**config.mk**
```make
export PLATFORM = sky130hd
export DESIGN_NAME = timer_fast_cmp
export DESIGN_NICKNAME = d
export VERILOG_FILES = /design/src/rtl/timer_fast_cmp.sv
export SDC_FILE = /design/constraint.sdc
export NUM_CORES = 1
export LEC_CHECK = 0
export BUFFER_PORTS_ARGS = -buffer_cell sky130_fd_sc_hd__buf_4
export CORE_MARGIN = 8
export CORE_UTILIZATION = 46
export CTS_CLUSTER_DIAMETER = 50
export DETAILED_ROUTE_END_ITERATION = 16
export PLACE_DENSITY_LB_ADDON = 0.3
export SKIP_LAST_GASP = 1
export SLEW_MARGIN = 0
export SYNTH_ARGS = -nofsm -noshare
export SYNTH_HDL_FRONTEND = slang
export SYNTH_SLANG_ARGS = --single-unit
```
**constraint.sdc**
```tcl
create_clock -name clk -period 3.4 [get_ports clk]
set_clock_uncertainty 0.2 [all_clocks]
set_input_delay 0 -clock clk [delete_from_list [all_inputs] [get_ports clk]]
set_output_delay 0 -clock clk [all_outputs]
set_load 0.02 [all_outputs]
```
**src/rtl/timer_fast_cmp.sv**
```systemverilog
module timer_fast_cmp #(
  parameter int CW = 16
) (
  input  logic          clk,
  input  logic          rst_n,
  input  logic [CW-1:0] cnt_in,
  input  logic [CW-1:0] cmp_in,
  input  logic          trig_in,
  input  logic          fast_en,
  input  logic          chan_en,
  input  logic          mode_we,
  input  logic [1:0]    mode_wdata,
  output logic          ch_out
);

  localparam logic [1:0]    MODE_OUT = 2'b00;
  localparam logic [CW-1:0] CNT_ZERO = '0;

  logic [1:0] mode_q;
  logic [2:0] sync_q;
  logic [1:0] pad_q;
  logic       hold_q;
  logic       ch_q;

  logic trig_edge, match_pulse, active, cmp_hit, ch_next, hold_next;

  assign trig_edge   = sync_q[1] & ~sync_q[2];
  assign match_pulse = fast_en ? trig_edge : pad_q[1];
  assign active      = chan_en && (mode_q == MODE_OUT);
  assign cmp_hit     = cnt_in >= cmp_in;
  assign hold_next   = active && (match_pulse || (hold_q && cnt_in != CNT_ZERO));
  assign ch_next     = active && (cmp_hit || hold_next);
  assign ch_out      = ch_q;

  always_ff @(posedge clk or negedge rst_n) begin
    if (!rst_n) begin
      sync_q <= '0;
      pad_q  <= '0;
    end else begin
      sync_q <= {sync_q[1:0], trig_in};
      pad_q  <= {pad_q[0], trig_edge};
    end
  end

  always_ff @(posedge clk or negedge rst_n) begin
    if (!rst_n)
      mode_q <= MODE_OUT;
    else if (mode_we && !chan_en)
      mode_q <= mode_wdata;
  end

  always_ff @(posedge clk or negedge rst_n) begin
    if (!rst_n) begin
      hold_q <= 1'b0;
      ch_q   <= 1'b0;
    end else begin
      hold_q <= hold_next;
      ch_q   <= ch_next;
    end
  end

  a_r1_compare_drives: assert property (@(posedge clk) disable iff (!rst_n)
    (chan_en && mode_q == MODE_OUT && cnt_in >= cmp_in) |=> ch_out);

  a_r2_fast_match: assert property (@(posedge clk) disable iff (!rst_n)
    (fast_en && trig_edge && chan_en && mode_q == MODE_OUT) |=> ch_out);

  a_r3_slow_match: assert property (@(posedge clk) disable iff (!rst_n)
    (!fast_en && pad_q[1] && chan_en && mode_q == MODE_OUT) |=> ch_out);

  a_r4_hold_until_wrap: assert property (@(posedge clk) disable iff (!rst_n)
    (hold_q && cnt_in != CNT_ZERO && chan_en && mode_q == MODE_OUT) |=> ch_out);

  a_r5_input_mode_quiet: assert property (@(posedge clk) disable iff (!rst_n)
    (mode_q != MODE_OUT) |=> !ch_out);

  a_r6_mode_locked: assert property (@(posedge clk) disable iff (!rst_n)
    chan_en |=> $stable(mode_q));

  a_r7_disabled_quiet: assert property (@(posedge clk) disable iff (!rst_n)
    !chan_en |=> (!ch_out && !hold_q));

endmodule

```
==> summary.txt <==
Outcome
  – Status: finished, violations left
  – Failing checks: negative hold slack

STA
  – Period Utilization, post-route: 56.83%
  – RSZ-0062 raised after global routing: false
  – Min Hold Slack: -0.004575 ns
  – Slew HR: 72.70%
  – Final Hold Viols: 1
  – Setup_tns: 0 ns
  – Final Critical Period: 1.932 ns
  – Worst slew pin tran: 0.3991 ns
  – Final setup viols: 0
  – Fmax: 517.5 MHz
  – Fin. max-slew vios: 0

Setup path
  – Cell Chain, Critical Path: buf_4 -> inv_1 -> ha_1 -> nand2b_1 -> a2111oi_1 -> a211o_1 -> a311o_1 -> a31oi_1 -> dlygate4sd3_1
  – Critical path launch point type: input port
  – Kind of end point of the critical path: flop
  – Worst Path Required: 3.34 ns
  – Flop-to-flop setup slack: 1.50 ns
  – Crit path max-delay cell type: dlygate4sd3_1
  – Crit path kind: input port to flop
  – Crit path arrival time: 1.88 ns
  – CP Max Fanout: 2
  – Slowest Stage Delay on Critical Path: 0.57 ns

Logic synthesis
  – Post-Syn Area per Cell: 9.335 µm²
  – Yosys warns: 0
  – Syn Nets: 132
  – Seq cells post-synth: 9
  – Mapped cell area: 709.4 µm²
  – Synth unique cells: 20
  – Sequential area share after synthesis: 31.75%
  – Mapped Cells: 76

CTS
  – H-Tree Depth: 1
  – CTS tree: yes
  – Num CTS Buffers: 3
  – Clock Pin Slew Worst Setup and Hold Paths: 0.06 ns
  – Worst-Skew Late Latency: 0.26 ns
  – Resize count post-CTS: 0
  – # Post-CTS Setup Buffers: 0
  – Clock Path Buffers: 2
  – CTS root buf: clkbuf_4
  – Clk sinks: 9
  – CTS Hold Buffers Added: 10

Power
  – Net Sw Frac: 26.40%
  – Leakage power: 0.6352 nW
  – VDD IR-drop max: 0.2045 mV
  – Combinational share of power: 33.9%
  – Sequential Power Share: 38.9%
  – Clock power frac: 27.2%
  – Sw power: 0.00008025 W
  – Pwr Density: 262.9 mW/mm²
  – Pint: 0.0002237 W

Route
  – M1 wire length: 834 µm
  – DR iter-0 viols: 6
  – Routed vias/inst: 5.178
  – Met3 Routed Length: 141 µm
  – Drt first pass iters: 4
  – Met2 routed WL: 1039 µm
  – DR WL/cell: 14.08 µm
  – ANT nets after route: 0
  – Top layer in use: met4
  – Remaining routing DRC violations: 0
  – Routed WL: 2056 µm
  – Via Count: 756

Cells and area
  – Most frequent cells in the layout: buf_4 (40), inv_1 (17), ha_1 (16)
  – Final net count: 187
  – # fillers: 108
  – Antenna Cells: 0
  – Most common cell after layout, fill and taps aside: buf_4
  – Area delta synth->final: 62.96%
  – Layout cell share with drive strength beyond 1: 34.62%

Global route
  – Gr usage total: 13.64%
  – Initial antenna violation count: 0
  – GR Overflow Total: 0
  – First-pass GRT wire length: 3601 µm
  – Vias in the first global route: 849
  – Largest net degree at the start of global routing: 10

Flow run
  – Max cap viols: 0

Die
  – Site Rows: 14
  – Core area: 0.001471 mm²
  – Die ar.: 0.003055 mm²
  – # IOs: 41
  – Initial Utilization: 48.21%
  – Chip height: 55.27 µm
  – Die width: 55.27 µm

Worst hold path
  – Min-Delay Path Class: input port to flop

Placed design
  – DPL Wire Length: 1741 µm
  – PortBufs: 40
  – Placer Congestion: 0.7739
==> area by class of cell <==
cell class | instances | area (µm²) | area share, %
well taps | 16 | 20.02 | 1.732
inverters | 17 | 63.81 | 5.519
repair buffers | 50 | 400.4 | 34.63
flip-flops and latches | 9 | 225.2 | 19.48
clock buffers | 4 | 26.28 | 2.273
multi-input cells | 50 | 420.4 | 36.36
==> state kept, by name (all words and copies together) (netlist names) <==
register / cells
ch_out: 1
hold_q: 1
mode_q: 2
pad_q: 2
sync_q: 3
==> power by group through the flow <==
stage               sequential (W)   clock, W  combinational (W)
floorplan                 0.000120          0          0.0000381
global placement          0.000120          0          0.0000853
detailed placement        0.000120          0          0.0000902
CTS                       0.000118  0.0000838           0.000103
global route              0.000119  0.0000905           0.000116
finish                    0.000118  0.0000827           0.000103
==> logic make-up (layout without fill, tap and decap cells) <==
family / after synthesis / after routing / synth area share [%]
and+or+nand+nor: 19 / 19 / 14.81
AOI/OAI and AO/OA: 13 / 13 / 13.05
DFF: 9 / 9 / 31.75
buffers and inverters: 17 / 71 / 8.995
muxes: 2 / 2 / 3.174
adders and majority gates: 16 / 16 / 28.22
==> cell usage after synthesis <==
cell type	count	area [µm²]
a21o_1	2	15.01
nand2_1	2	7.510
dfrtp_1	9	225.2
a2111oi_1	1	10.01
a311o_1	1	10.01
a211o_1	1	8.760
ha_1	16	200.2
nor2b_1	3	18.77
a21oi_1	4	20.02
nor4_1	4	25.02
nand3_1	1	5.000
o21ai_0	1	5.000
inv_1	17	63.81
a221oi_1	1	8.760
nand4_1	5	31.28
a31oi_1	1	6.260
a2111oi_0	1	8.760
nor2_1	3	11.26
mux2_2	2	22.52
nand2b_1	1	6.260
==> path summary, 6_finish.rpt <==
kind,from,end,depth (start not counted)
setup / recovery,cnt_in[0],ch_out,9
hold / removal,cnt_in[9],hold_q,5
setup reg to reg,sync_q[1],ch_out,4
hold reg to reg,sync_q[0],sync_q[1],0
max in group asynchronous,rst_n,pad_q[1],3
min in group asynchronous,rst_n,ch_out,3
==> through the flow <==
step | total power (W) | util [%] | cell area, µm² | setup WS (ns) | cells
floorplan | 0.0001584 | - | 709.4 | 1.919 | 76
global placement | 0.0002049 | 69.98 | 1030 | 1.774 | 132
detailed placement | 0.0002104 | 69.98 | 1030 | 1.717 | 132
CTS | 0.0003054 | 78.57 | 1156 | 1.450 | 146
global route | 0.0003252 | 78.57 | 1156 | 1.339 | 146
finish | 0.0003040 | 78.57 | 1156 | 1.468 | 146
==> critical path, delay by kind of cell <==
kind / cells / cell delay [ns]
AND/OR/NAND/NOR: 1 / 0.14
adder cells (fa/ha/maj): 1 / 0.28
buffers and inverters: 3 / 0.68
AO/OA/AOI/OAI: 4 / 0.79
==> routing by layer <==
layer / GRT usage, % / vias to the layer above
met3: 4.110 / 6
met5: 0 / -
met1: 14.61 / 339
met4: 6.338 / 0
li1: - / 380
met2: 23.72 / 31
(Power assumes the default switching activity.)
